<file path="src/rtl/irq_ctrl_pkg.sv">
// Shared types for the interrupt pending/enable controller.
package irq_ctrl_pkg;
    // Decoded target of a bus write
    typedef enum logic [1:0] {
        TGT_NONE    = 2'd0,
        TGT_PENDING = 2'd1,
        TGT_ENABLE  = 2'd2
    } wr_target_e;
endpackage

</file>
<file path="src/rtl/irq_lane_sel.sv">
// Lane enable generator: turns the access size into one enable per
// half-word lane. Assumes a narrow access always targets lane 0.
module irq_lane_sel #(
    parameter int LANES = 2
) (
    input  logic             wide,
    output logic [LANES-1:0] lane_en
);
    for (genvar l = 0; l < LANES; l++) begin : g_lane
        if (l == 0) begin : g_low
            // lowest lane is written by every access size
            assign lane_en[l] = 1'b1;
        end else begin : g_high
            // upper lanes only by a full-word access
            assign lane_en[l] = wide;
        end
    end
endmodule

</file>
<file path="src/rtl/irq_pending_reg.sv">
// Pending register: collects source pulses and applies acknowledge writes
// lane by lane (pending & enable & data, after forcing two bits).
// Assumes source pulses are one clock wide and synchronous to clk.
module irq_pending_reg #(
    parameter int DATA_W     = 32,
    parameter int LANE_W     = 16,
    parameter int SERIAL_BIT = 7,
    parameter int SOUND_BIT  = 9
) (
    input  logic              clk,
    input  logic              rst_n,
    input  logic              wr,
    input  logic [DATA_W/LANE_W-1:0] lane_en,
    input  logic [DATA_W-1:0] wdata,
    input  logic [DATA_W-1:0] enable_q,
    input  logic [DATA_W-1:0] src,
    input  logic              force_serial,
    input  logic              force_sound,
    output logic [DATA_W-1:0] pending_q
);
    localparam int LANES = DATA_W / LANE_W;

    logic [DATA_W-1:0] forced;
    logic [DATA_W-1:0] pend_nxt;

    // pending value with the two optional bits forced on
    always_comb begin
        forced = pending_q;
        if (force_serial) forced[SERIAL_BIT] = 1'b1;
        if (force_sound)  forced[SOUND_BIT]  = 1'b1;
    end

    for (genvar l = 0; l < LANES; l++) begin : g_lane
        localparam int LO = l * LANE_W;
        // per-lane next value: acknowledge on write, else hold; sources always OR in
        always_comb begin
            if (wr && lane_en[l])
                pend_nxt[LO +: LANE_W] = (forced[LO +: LANE_W] & enable_q[LO +: LANE_W]
                                          & wdata[LO +: LANE_W]) | src[LO +: LANE_W];
            else
                pend_nxt[LO +: LANE_W] = pending_q[LO +: LANE_W] | src[LO +: LANE_W];
        end
    end

    // register update with synchronous reset
    always_ff @(posedge clk) begin
        if (!rst_n) pending_q <= '0;
        else        pending_q <= pend_nxt;
    end


    ack_zero_chk: assert property (@(posedge clk) disable iff (!rst_n)
        (wr && (&lane_en) && wdata == '0 && src == '0) |=> pending_q == '0);

    hold_chk: assert property (@(posedge clk) disable iff (!rst_n)
        (!wr && src == '0) |=> $stable(pending_q));

    src_wins_chk: assert property (@(posedge clk) disable iff (!rst_n)
        (src != '0) |=> ((pending_q & $past(src)) == $past(src)));

    upper_keep_chk: assert property (@(posedge clk) disable iff (!rst_n)
        (wr && !lane_en[LANES-1] && src[DATA_W-1:LANE_W] == '0)
        |=> $stable(pending_q[DATA_W-1:LANE_W]));
endmodule

</file>
<file path="src/rtl/irq_enable_reg.sv">
// Enable register: stores written lanes and raises a one-cycle check
// pulse when the new enables meet a pending bit. Assumes pending_q is the
// value before any update in the same cycle.
module irq_enable_reg #(
    parameter int DATA_W = 32,
    parameter int LANE_W = 16
) (
    input  logic              clk,
    input  logic              rst_n,
    input  logic              wr,
    input  logic [DATA_W/LANE_W-1:0] lane_en,
    input  logic [DATA_W-1:0] wdata,
    input  logic [DATA_W-1:0] pending_q,
    output logic [DATA_W-1:0] enable_q,
    output logic              check_req
);
    localparam int LANES = DATA_W / LANE_W;

    logic [DATA_W-1:0] en_nxt;

    for (genvar l = 0; l < LANES; l++) begin : g_lane
        localparam int LO = l * LANE_W;
        // per-lane next enable: replaced on write, else held
        always_comb begin
            if (wr && lane_en[l]) en_nxt[LO +: LANE_W] = wdata[LO +: LANE_W];
            else                  en_nxt[LO +: LANE_W] = enable_q[LO +: LANE_W];
        end
    end

    // enable storage and check pulse with synchronous reset
    always_ff @(posedge clk) begin
        if (!rst_n) begin
            enable_q  <= '0;
            check_req <= 1'b0;
        end else begin
            enable_q  <= en_nxt;
            check_req <= wr && ((pending_q & en_nxt) != '0);
        end
    end


    check_cause_chk: assert property (@(posedge clk) disable iff (!rst_n)
        check_req |-> $past(wr));

    check_pulse_chk: assert property (@(posedge clk) disable iff (!rst_n)
        (!wr) |=> !check_req);

    en_upper_keep_chk: assert property (@(posedge clk) disable iff (!rst_n)
        (!(wr && lane_en[LANES-1])) |=> $stable(enable_q[DATA_W-1:LANE_W]));
endmodule

</file>
<file path="src/rtl/irq_ctrl_top.sv">
// Interrupt pending/enable controller top: decodes bus writes onto the two
// registers and drives the CPU request. Assumes writes are single-cycle
// strobes and that a 16-bit write always carries its data in bits 15:0.
module irq_ctrl_top
    import irq_ctrl_pkg::*;
#(
    parameter int          DATA_W      = 32,
    parameter int          LANE_W      = 16,
    parameter int          ADDR_W      = 12,
    parameter int          SERIAL_BIT  = 7,
    parameter int          SOUND_BIT   = 9,
    parameter logic [11:0] PENDING_OFS = 12'h070,
    parameter logic [11:0] ENABLE_OFS  = 12'h074
) (
    input  logic              clk,
    input  logic              rst_n,
    input  logic              wr_en,
    input  logic [ADDR_W-1:0] wr_addr,
    input  logic              wr_word,
    input  logic [DATA_W-1:0] wr_data,
    input  logic [DATA_W-1:0] src_pulse,
    input  logic              force_serial,
    input  logic              force_sound,
    output logic [DATA_W-1:0] pending_o,
    output logic [DATA_W-1:0] enable_o,
    output logic              irq,
    output logic              check_req
);
    localparam int LANES = DATA_W / LANE_W;

    wr_target_e       tgt;
    logic [LANES-1:0] lane_en;

    // address decode of the write strobe
    always_comb begin
        tgt = TGT_NONE;
        if (wr_en && wr_addr == ADDR_W'(PENDING_OFS)) tgt = TGT_PENDING;
        else if (wr_en && wr_addr == ADDR_W'(ENABLE_OFS)) tgt = TGT_ENABLE;
    end

    irq_lane_sel #(.LANES(LANES)) u_lanes (
        .wide    (wr_word),
        .lane_en (lane_en)
    );

    irq_pending_reg #(
        .DATA_W(DATA_W), .LANE_W(LANE_W),
        .SERIAL_BIT(SERIAL_BIT), .SOUND_BIT(SOUND_BIT)
    ) u_pend (
        .clk          (clk),
        .rst_n        (rst_n),
        .wr           (tgt == TGT_PENDING),
        .lane_en      (lane_en),
        .wdata        (wr_data),
        .enable_q     (enable_o),
        .src          (src_pulse),
        .force_serial (force_serial),
        .force_sound  (force_sound),
        .pending_q    (pending_o)
    );

    irq_enable_reg #(.DATA_W(DATA_W), .LANE_W(LANE_W)) u_en (
        .clk       (clk),
        .rst_n     (rst_n),
        .wr        (tgt == TGT_ENABLE),
        .lane_en   (lane_en),
        .wdata     (wr_data),
        .pending_q (pending_o),
        .enable_q  (enable_o),
        .check_req (check_req)
    );

    // CPU request: any pending bit that is enabled
    always_comb irq = (pending_o & enable_o) != '0;


    no_enable_no_irq_chk: assert property (@(posedge clk) disable iff (!rst_n)
        (enable_o == '0) |-> !irq);

    other_addr_chk: assert property (@(posedge clk) disable iff (!rst_n)
        (wr_en && wr_addr != ADDR_W'(PENDING_OFS) && wr_addr != ADDR_W'(ENABLE_OFS)
         && src_pulse == '0) |=> ($stable(pending_o) && $stable(enable_o)));

    reset_chk: assert property (@(posedge clk)
        (!rst_n) |=> (pending_o == '0 && enable_o == '0 && !check_req));
endmodule

</file>
<file path="config.mk">
export PLATFORM = sky130hd
export DESIGN_NAME = irq_ctrl_top
export DESIGN_NICKNAME = d
export VERILOG_FILES = /design/src/rtl/irq_ctrl_pkg.sv /design/src/rtl/irq_lane_sel.sv /design/src/rtl/irq_pending_reg.sv /design/src/rtl/irq_enable_reg.sv /design/src/rtl/irq_ctrl_top.sv
export SDC_FILE = /design/constraint.sdc
export NUM_CORES = 1
export LEC_CHECK = 0
export BUFFER_PORTS_ARGS = -buffer_cell sky130_fd_sc_hd__buf_2
export CAP_MARGIN = 20
export CORE_MARGIN = 8
export CORE_UTILIZATION = 47
export CTS_CLUSTER_DIAMETER = 80
export DETAILED_ROUTE_END_ITERATION = 6
export PLACE_DENSITY = 0.86
export SYNTH_ARGS = -nofsm -noshare
export SYNTH_HDL_FRONTEND = slang
export SYNTH_HIERARCHICAL = 1
export SYNTH_SLANG_ARGS = --single-unit
</file>
<file path="constraint.sdc">
create_clock -name clk -period 3.8 [get_ports clk]
set_input_delay 0.76 -clock clk [delete_from_list [all_inputs] [get_ports clk]]
set_output_delay 0.76 -clock clk [all_outputs]
set_load 0.02 [all_outputs]
</file>
==> results.rst, run 1 <==
.. list-table::
   :header-rows: 1

   * - Metric
     - Value
   * - Grt total ovfl
     - 0
   * - Post-synthesis average cell area
     - 9.39 sq um
   * - Multi-input logic area
     - 1760 sq um
   * - Final worst setup slack
     - 0.656 ns
   * - Detailed-route DRC error count
     - 0
   * - Tightest slew margin relative to the limit
     - 0.274
   * - Setup Buffers After CTS
     - 0
   * - HPWL Detailed
     - 8.06 mm
   * - Global-route wire length before repair
     - 16.4 mm
   * - Count of nets left with antenna violations after detail routing
     - 0
   * - Drt wl/cell
     - 18.5 um
   * - CP Class
     - in -> reg
   * - Fmax
     - 318 MHz
   * - Number of failing setup endpoints in the final timing report
     - 0
   * - Most common cell after layout, fill and taps aside
     - sky130_fd_sc_hd__buf_2
   * - Reg2reg path depth
     - 5
   * - Area enclosed by the die boundary
     - 9880 sq um
   * - Share of post-route cells with drive strength above 1
     - 0.387
   * - First-pass iteration count of the detailed router
     - 4
   * - Slack of the worst reg-to-reg path
     - 1.90 ns
   * - Lkg Pwr
     - 1.98 nW
   * - Overall power consumption
     - 0.00144 W
   * - Highest-count cells in the layout ignoring fill and taps
     - 147 x sky130_fd_sc_hd__buf_2, 65 x sky130_fd_sc_hd__dfxtp_1, 44 x sky130_fd_sc_hd__nand2_1, 32 x sky130_fd_sc_hd__o21a_1, 24 x sky130_fd_sc_hd__a21boi_0
   * - Number of slew-limit violations in the final report
     - 0
   * - Period minus WS final
     - 3.14 ns
   * - Number of warnings issued by yosys
     - 6
   * - Post-route fraction of the period consumed by the critical path
     - 0.827
   * - Number of I/O pins
     - 148
   * - Worst-path fanout max
     - 22
   * - Antenna cell count
     - 0
   * - Area occupied by registers
     - 1300 sq um
   * - Class of the tightest hold or removal check
     - reg -> reg
   * - Quantity of gates resized following cts
     - 0
   * - Post-Syn Nets
     - 430
   * - CTS tree
     - yes
   * - Peak supply drop
     - 0.263 mV
   * - Setup repair after global routing missed its margin
     - no
   * - Number of buffers inserted by port buffering
     - 147
   * - Post-synth design cell area
     - 3270 sq um
   * - Clock Pin Slew Worst Setup and Hold Paths
     - 0.07 ns
   * - Endpoint arrival time on the critical path
     - 3.37 ns
   * - Nets
     - 571
   * - Post-place setup slack
     - 0.321 ns
   * - Worst Clk Skew
     - 0.00530 ns
   * - Number of buffers created by CTS
     - 9
   * - Crit path required time
     - 4.03 ns
   * - Clock root buffer master
     - sky130_fd_sc_hd__clkbuf_8
   * - MaxCap Viol Count
     - 0
   * - Fin Setup TNS
     - 0 ns
   * - Fillers
     - 606
   * - Number of unique standard cell types used by synthesis
     - 34
   * - Slew at the pin closest to its max-slew limit
     - 1.09 ns
   * - Power per cell area
     - 347 nW/um^2
   * - # hold bufs at CTS
     - 0
   * - Detailed router's first-iteration violation count
     - 211
   * - Growth of design area from synthesis to finish
     - 27.1%
   * - Floorplan Core Area
     - 6760 sq um
   * - Number of H-tree levels
     - 3
   * - Die H
     - 99.4 um
   * - Number of cells traversed by the worst hold path
     - 2
   * - Startpoint type of the worst setup path
     - input port
   * - Starting Density
     - 0.484
   * - Mapped Cells
     - 348
   * - Portion of the post-synthesis area used by sequential elements
     - 0.398
   * - Overall die width
     - 99.4 um
   * - Worst-case clock buffer depth
     - 2
   * - Routed Wire Length
     - 10.6 mm
   * - Count of endpoints failing hold in the final timing report
     - 0
   * - Global placement routability congestion
     - 0.827
   * - Initial antenna violation count
     - 1
   * - Outcome
     - completed
   * - Largest net degree at the start of global routing
     - 66
   * - Skew-Pair Late Insertion Delay
     - 0.34 ns
   * - Vias after detailed routing
     - 3319
   * - Routed via count divided by cell count
     - 5.78
   * - Clock tree sinks
     - 65
   * - All-layer global routing usage
     - 0.208
   * - Standard-cell row count
     - 30
   * - Worst Setup End Kind
     - register
   * - Number of storage elements in the synthesis netlist
     - 65
   * - Number of cells after detailed placement
     - 558
   * - Vias in the first global route
     - 3271
   * - Post-route insts no fill
     - 574
## worst paths after layout
path                             from                 to
setup / recovery           wr_addr[1]     u_en/check_req
hold / removal      u_en/enable_q[15]  u_en/enable_q[15]
setup reg to reg  u_pend/pending_q[0]     u_en/check_req
hold reg to reg     u_en/enable_q[15]  u_en/enable_q[15]
## kinds of logic after synthesis
| family | after synthesis | share of synthesized area |
|---|---|---|
| flops | 65 | 0.398 |
| other cells | 1 | 0.00115 |
| simple gates | 105 | 0.180 |
| mux | 20 | 0.0620 |
| buf+inv | 38 | 0.0666 |
| compound gates | 119 | 0.292 |
## final cells by class
class	instances	share of cell area
Sequential cell	65	0.313
Clock buffer	13	0.0383
Clock inverter	3	0.00361
Multi-Input combinational cell	245	0.423
Inverter	19	0.0172
Tap cell	80	0.0241
Timing Repair Buffer	149	0.181
## synthesized netlist by cell type
master                      count  area share
sky130_fd_sc_hd__dfxtp_1       65        0.40
sky130_fd_sc_hd__nand2_1       44       0.051
sky130_fd_sc_hd__o21a_1        32       0.073
sky130_fd_sc_hd__a21boi_0      24       0.055
sky130_fd_sc_hd__inv_1         19       0.022
sky130_fd_sc_hd__a21boi_2      18       0.062
sky130_fd_sc_hd__mux2i_1       18       0.055
sky130_fd_sc_hd__nor2b_1       17       0.033
sky130_fd_sc_hd__a22oi_1       16       0.037
sky130_fd_sc_hd__a31oi_1       14       0.027
sky130_fd_sc_hd__and4_1        12       0.032
sky130_fd_sc_hd__nand3_1       12       0.018
sky130_fd_sc_hd__clkbuf_1       7      0.0080
sky130_fd_sc_hd__nand4_1        6       0.011
sky130_fd_sc_hd__buf_2          4      0.0061
sky130_fd_sc_hd__buf_6          4       0.014
sky130_fd_sc_hd__o2111ai_1      4       0.011
sky130_fd_sc_hd__or4_1          4      0.0092
sky130_fd_sc_hd__o22a_1         3      0.0080
sky130_fd_sc_hd__o22ai_1        3      0.0057
sky130_fd_sc_hd__a21oi_2        2      0.0054
sky130_fd_sc_hd__and2_1         2      0.0038
sky130_fd_sc_hd__and2_4         2      0.0054
sky130_fd_sc_hd__buf_12         2       0.012
sky130_fd_sc_hd__buf_4          2      0.0046
sky130_fd_sc_hd__mux2_2         2      0.0069
sky130_fd_sc_hd__nand2_4        2      0.0069
sky130_fd_sc_hd__nor4_1         2      0.0038
sky130_fd_sc_hd__a2bb2oi_1      1      0.0027
sky130_fd_sc_hd__and2b_1        1      0.0023
sky130_fd_sc_hd__conb_1         1      0.0011
sky130_fd_sc_hd__o2bb2ai_1      1      0.0027
sky130_fd_sc_hd__o311a_1        1      0.0031
sky130_fd_sc_hd__or4_4          1      0.0034
## stage by stage
stage / hold slack, ns / area (sq um) / util
final: 0.534 / 4150 / 0.615
after detailed placement: 0.526 / 3980 / 0.589
after CTS: 0.535 / 4150 / 0.615
after global routing: 0.559 / 4150 / 0.615
after floorplan: 0.571 / 3270 / -
after global placement: 0.512 / 3980 / 0.589
## report_power, final
| part | switching, W | leakage, nW | total [W] | internal [W] |
|---|---|---|---|---|
| clock network | 0.000262 | 0.0932 | 0.000532 | 0.000270 |
| logic | 0.0000908 | 1.35 | 0.000173 | 0.0000825 |
| registers | 0.0000289 | 0.534 | 0.000735 | 0.000706 |
## worst max-delay path, cell delays in order
cell                        delay, ns
sky130_fd_sc_hd__buf_2           0.10
sky130_fd_sc_hd__or4_4           0.53
sky130_fd_sc_hd__nor4_2          0.27
sky130_fd_sc_hd__buf_4           0.20
sky130_fd_sc_hd__nand2_4         0.19
sky130_fd_sc_hd__a31oi_1         0.26
sky130_fd_sc_hd__o2111ai_1       0.15
sky130_fd_sc_hd__or4_1           0.55
sky130_fd_sc_hd__o311a_1         0.36
## flip-flops by register name, summed over array words and instances (netlist names)
| signal | flops |
|---|---|
| u_en/enable_q | 32 |
| u_pend/pending_q | 32 |
| u_en/check_req | 1 |
## routing by layer
metal / wire [um] / part of all wire / up-vias / global-route usage
li1: - / - / 1556 / -
met1: 4300 / 0.40 / 1571 / 0.243
met2: 5150 / 0.48 / 163 / 0.347
met3: 923 / 0.087 / 27 / 0.0608
met4: 251 / 0.024 / 2 / 0.0873
met5: 11 / 0.0010 / - / 0
Power figures use the tool's default switching activity.
==> inputs of run 2 (changes only) <==
Clock period 3.8 ns to 3.2 ns, I/O delays scaled along.
==> run 2 against run 1 <==
  * Power increased by 17%
  * Highest routed layer unchanged
  * Worst hold slack got worse by 0.029 ns
  * Final cell count is 1.7% higher
  * Setup slack lost 0.39 ns
==> results.rst, run 2 (synthesis gave the netlist of run 1 again) <==
.. list-table::
   :header-rows: 1

   * - Metric
     - Value
   * - MaxCap Viol Count
     - 0 (unchanged)
   * - Detailed-route DRC error count
     - 0 (unchanged)
   * - Antenna cell count
     - 0 (unchanged)
   * - Final worst setup slack
     - 0.270 ns (was 0.656 ns)
   * - Worst-path fanout max
     - 12 (was 22)
   * - Peak supply drop
     - 0.297 mV (was 0.263 mV)
   * - Area enclosed by the die boundary
     - 9880 sq um (unchanged)
   * - # hold bufs at CTS
     - 0 (unchanged)
   * - Standard-cell row count
     - 30 (unchanged)
   * - Floorplan Core Area
     - 6760 sq um (unchanged)
   * - Vias in the first global route
     - 3517 (was 3271)
   * - Routed via count divided by cell count
     - 5.75 (was 5.78)
   * - CTS tree
     - yes (unchanged)
   * - Switching portion of total power
     - 0.267 (was 0.265)
   * - Initial antenna violation count
     - 1 (unchanged)
   * - Post-route insts no fill
     - 584 (was 574)
   * - Tightest slew margin relative to the limit
     - 0.292 (was 0.274)
   * - Endpoint arrival time on the critical path
     - 3.16 ns (was 3.37 ns)
   * - Worst Clk Skew
     - 0.00792 ns (was 0.00530 ns)
   * - Startpoint type of the worst setup path
     - input port (unchanged)
   * - Outcome
     - completed (unchanged)
   * - Crit path required time
     - 3.43 ns (was 4.03 ns)
   * - Routed Wire Length
     - 11.0 mm (was 10.6 mm)
   * - Relative contribution of the clock network to total power
     - 0.357 (was 0.370)
   * - Number of failing setup endpoints in the final timing report
     - 0 (unchanged)
   * - Setup repair after global routing missed its margin
     - no (unchanged)
   * - Quantity of gates resized following cts
     - 0 (unchanged)
   * - Vias after detailed routing
     - 3360 (was 3319)
   * - Highest-count cells in the layout ignoring fill and taps
     - 147 x sky130_fd_sc_hd__buf_2, 65 x sky130_fd_sc_hd__dfxtp_1, 44 x sky130_fd_sc_hd__nand2_1, 32 x sky130_fd_sc_hd__o21a_1, 24 x sky130_fd_sc_hd__a21boi_0 (unchanged)
   * - Count of nets left with antenna violations after detail routing
     - 0 (unchanged)
   * - Number of H-tree levels
     - 3 (unchanged)
   * - Sequential Power Share
     - 0.520 (was 0.510)
   * - Fin Setup TNS
     - 0 ns (unchanged)
   * - Number of buffers inserted by port buffering
     - 147 (unchanged)
   * - Number of buffers created by CTS
     - 9 (unchanged)
   * - Global-route wire length before repair
     - 17.2 mm (was 16.4 mm)
   * - CP Class
     - in -> reg (unchanged)
   * - Number of I/O pins
     - 148 (unchanged)
   * - Skew-Pair Late Insertion Delay
     - 0.34 ns (about the same)
   * - Fmax
     - 341 MHz
   * - Die H
     - 99.4 um (unchanged)
   * - HPWL Detailed
     - 8.46 mm (was 8.06 mm)
   * - Share of post-route cells with drive strength above 1
     - 0.399 (was 0.387)
   * - Most common cell after layout, fill and taps aside
     - sky130_fd_sc_hd__buf_2 (unchanged)
   * - Post-route fraction of the period consumed by the critical path
     - 0.916
   * - Regs by FF count
     - u_en/enable_q (32), u_pend/pending_q (32), u_en/check_req (1) (unchanged)
   * - Growth of design area from synthesis to finish
     - 29.6% (was 27.1%)
   * - Class of the tightest hold or removal check
     - in -> reg (was reg -> reg)
   * - Post-place setup slack
     - -0.0605 ns (was 0.321 ns)
   * - Fraction of power consumed by combinational cells
     - 0.123 (was 0.120)
   * - Clock Pin Slew Worst Setup and Hold Paths
     - 0.07 ns (about the same)
   * - Slew at the pin closest to its max-slew limit
     - 1.06 ns (was 1.09 ns)
   * - Clock root buffer master
     - sky130_fd_sc_hd__clkbuf_8 (unchanged)
   * - Setup Buffers After CTS
     - 0 (unchanged)
   * - All-layer global routing usage
     - 0.216 (was 0.208)
   * - Detailed router's first-iteration violation count
     - 214 (was 211)
   * - Power per cell area
     - 396 nW/um^2 (was 347 nW/um^2)
   * - Switching power
     - 0.000448 W (was 0.000382 W)
   * - Overall die width
     - 99.4 um (unchanged)
   * - Grt total ovfl
     - 0 (unchanged)
   * - Fillers
     - 576 (was 606)
   * - Number of slew-limit violations in the final report
     - 0 (unchanged)
   * - Worst-case clock buffer depth
     - 2 (unchanged)
   * - Lkg Pwr
     - 2.02 nW (was 1.98 nW)
   * - Number of cells after detailed placement
     - 569 (was 558)
   * - Drt wl/cell
     - 18.9 um (was 18.5 um)
   * - First-pass iteration count of the detailed router
     - 5 (was 4)
   * - Worst Setup End Kind
     - register (unchanged)
   * - Clock tree sinks
     - 65 (unchanged)
   * - Global placement routability congestion
     - 0.898 (was 0.827)
   * - Nets
     - 582 (was 571)
   * - Internal power contribution
     - 0.00123 W (was 0.00106 W)
   * - Period minus WS final
     - 2.93 ns
   * - Largest net degree at the start of global routing
     - 66 (unchanged)
   * - Count of endpoints failing hold in the final timing report
     - 0 (unchanged)
   * - Starting Density
     - 0.484 (unchanged)
-- run 2: cell types whose count changed in the layout (fill, tap and decap cells not counted) --
cell / delta
sky130_fd_sc_hd__clkinv_2: -1
sky130_fd_sc_hd__buf_4: +10
sky130_fd_sc_hd__clkbuf_8: -1
sky130_fd_sc_hd__clkinvlp_4: +1
sky130_fd_sc_hd__buf_12: +1
-- run 2: cell type report --
type	count	area, sq um	area share
clock buffer	12	145	0.0342
timing repair buffer	160	846	0.200
sequential	65	1300	0.307
multi-input combinational	245	1760	0.415
inverter	19	71.3	0.0168
clock inverter	3	17.5	0.00413
tap	80	100	0.0236
-- run 2: per-layer routing --
metal,wire length [um],vias to the layer above,track usage
li1,-,1571,-
met1,4430,1609,0.243
met2,5520,157,0.374
met3,907,21,0.0754
met4,179,2,0.0675
met5,8,-,0
-- run 2: power by group through the flow --
stage | Combinational, W | Sequential (W) | Clock (W)
after floorplan | 0.0000718 | 0.000915 | 0
after global placement | 0.000201 | 0.000888 | 0
after detailed placement | 0.000206 | 0.000891 | 0
after CTS | 0.000206 | 0.000872 | 0.000609
after global routing | 0.000223 | 0.000877 | 0.000646
final | 0.000207 | 0.000873 | 0.000600
-- run 2: critical path, cell delays in order --
cell and delay [ns]:
sky130_fd_sc_hd__buf_2 0.09, sky130_fd_sc_hd__or4_4 0.53, sky130_fd_sc_hd__nor4_2 0.25, sky130_fd_sc_hd__buf_4 0.19, sky130_fd_sc_hd__nand2_4 0.14, sky130_fd_sc_hd__mux2i_1 0.26
sky130_fd_sc_hd__o2111ai_1 0.15, sky130_fd_sc_hd__or4_1 0.53, sky130_fd_sc_hd__o311a_1 0.35
-- run 2: final timing paths --
check                                           from                   end  slack (ns)  depth (start not counted)
worst max-delay path                      wr_addr[1]        u_en/check_req        0.27                          9
worst max register to register  u_pend/pending_q[30]        u_en/check_req        1.30                          5
worst min-delay path                   src_pulse[19]  u_pend/pending_q[19]        0.51                          2
worst min register to register     u_en/enable_q[20]     u_en/enable_q[20]        0.53                          2
-- run 2: stage by stage --
stage | hold slack [ns] | total power (W) | cell area [sq um] | utilization
after floorplan | 0.571 | 0.000987 | 3270 | -
after global placement | 0.513 | 0.00109 | 4080 | 0.603
after detailed placement | 0.514 | 0.00110 | 4080 | 0.603
after CTS | 0.500 | 0.00169 | 4240 | 0.627
after global routing | 0.496 | 0.00175 | 4240 | 0.627
final | 0.505 | 0.00168 | 4240 | 0.627
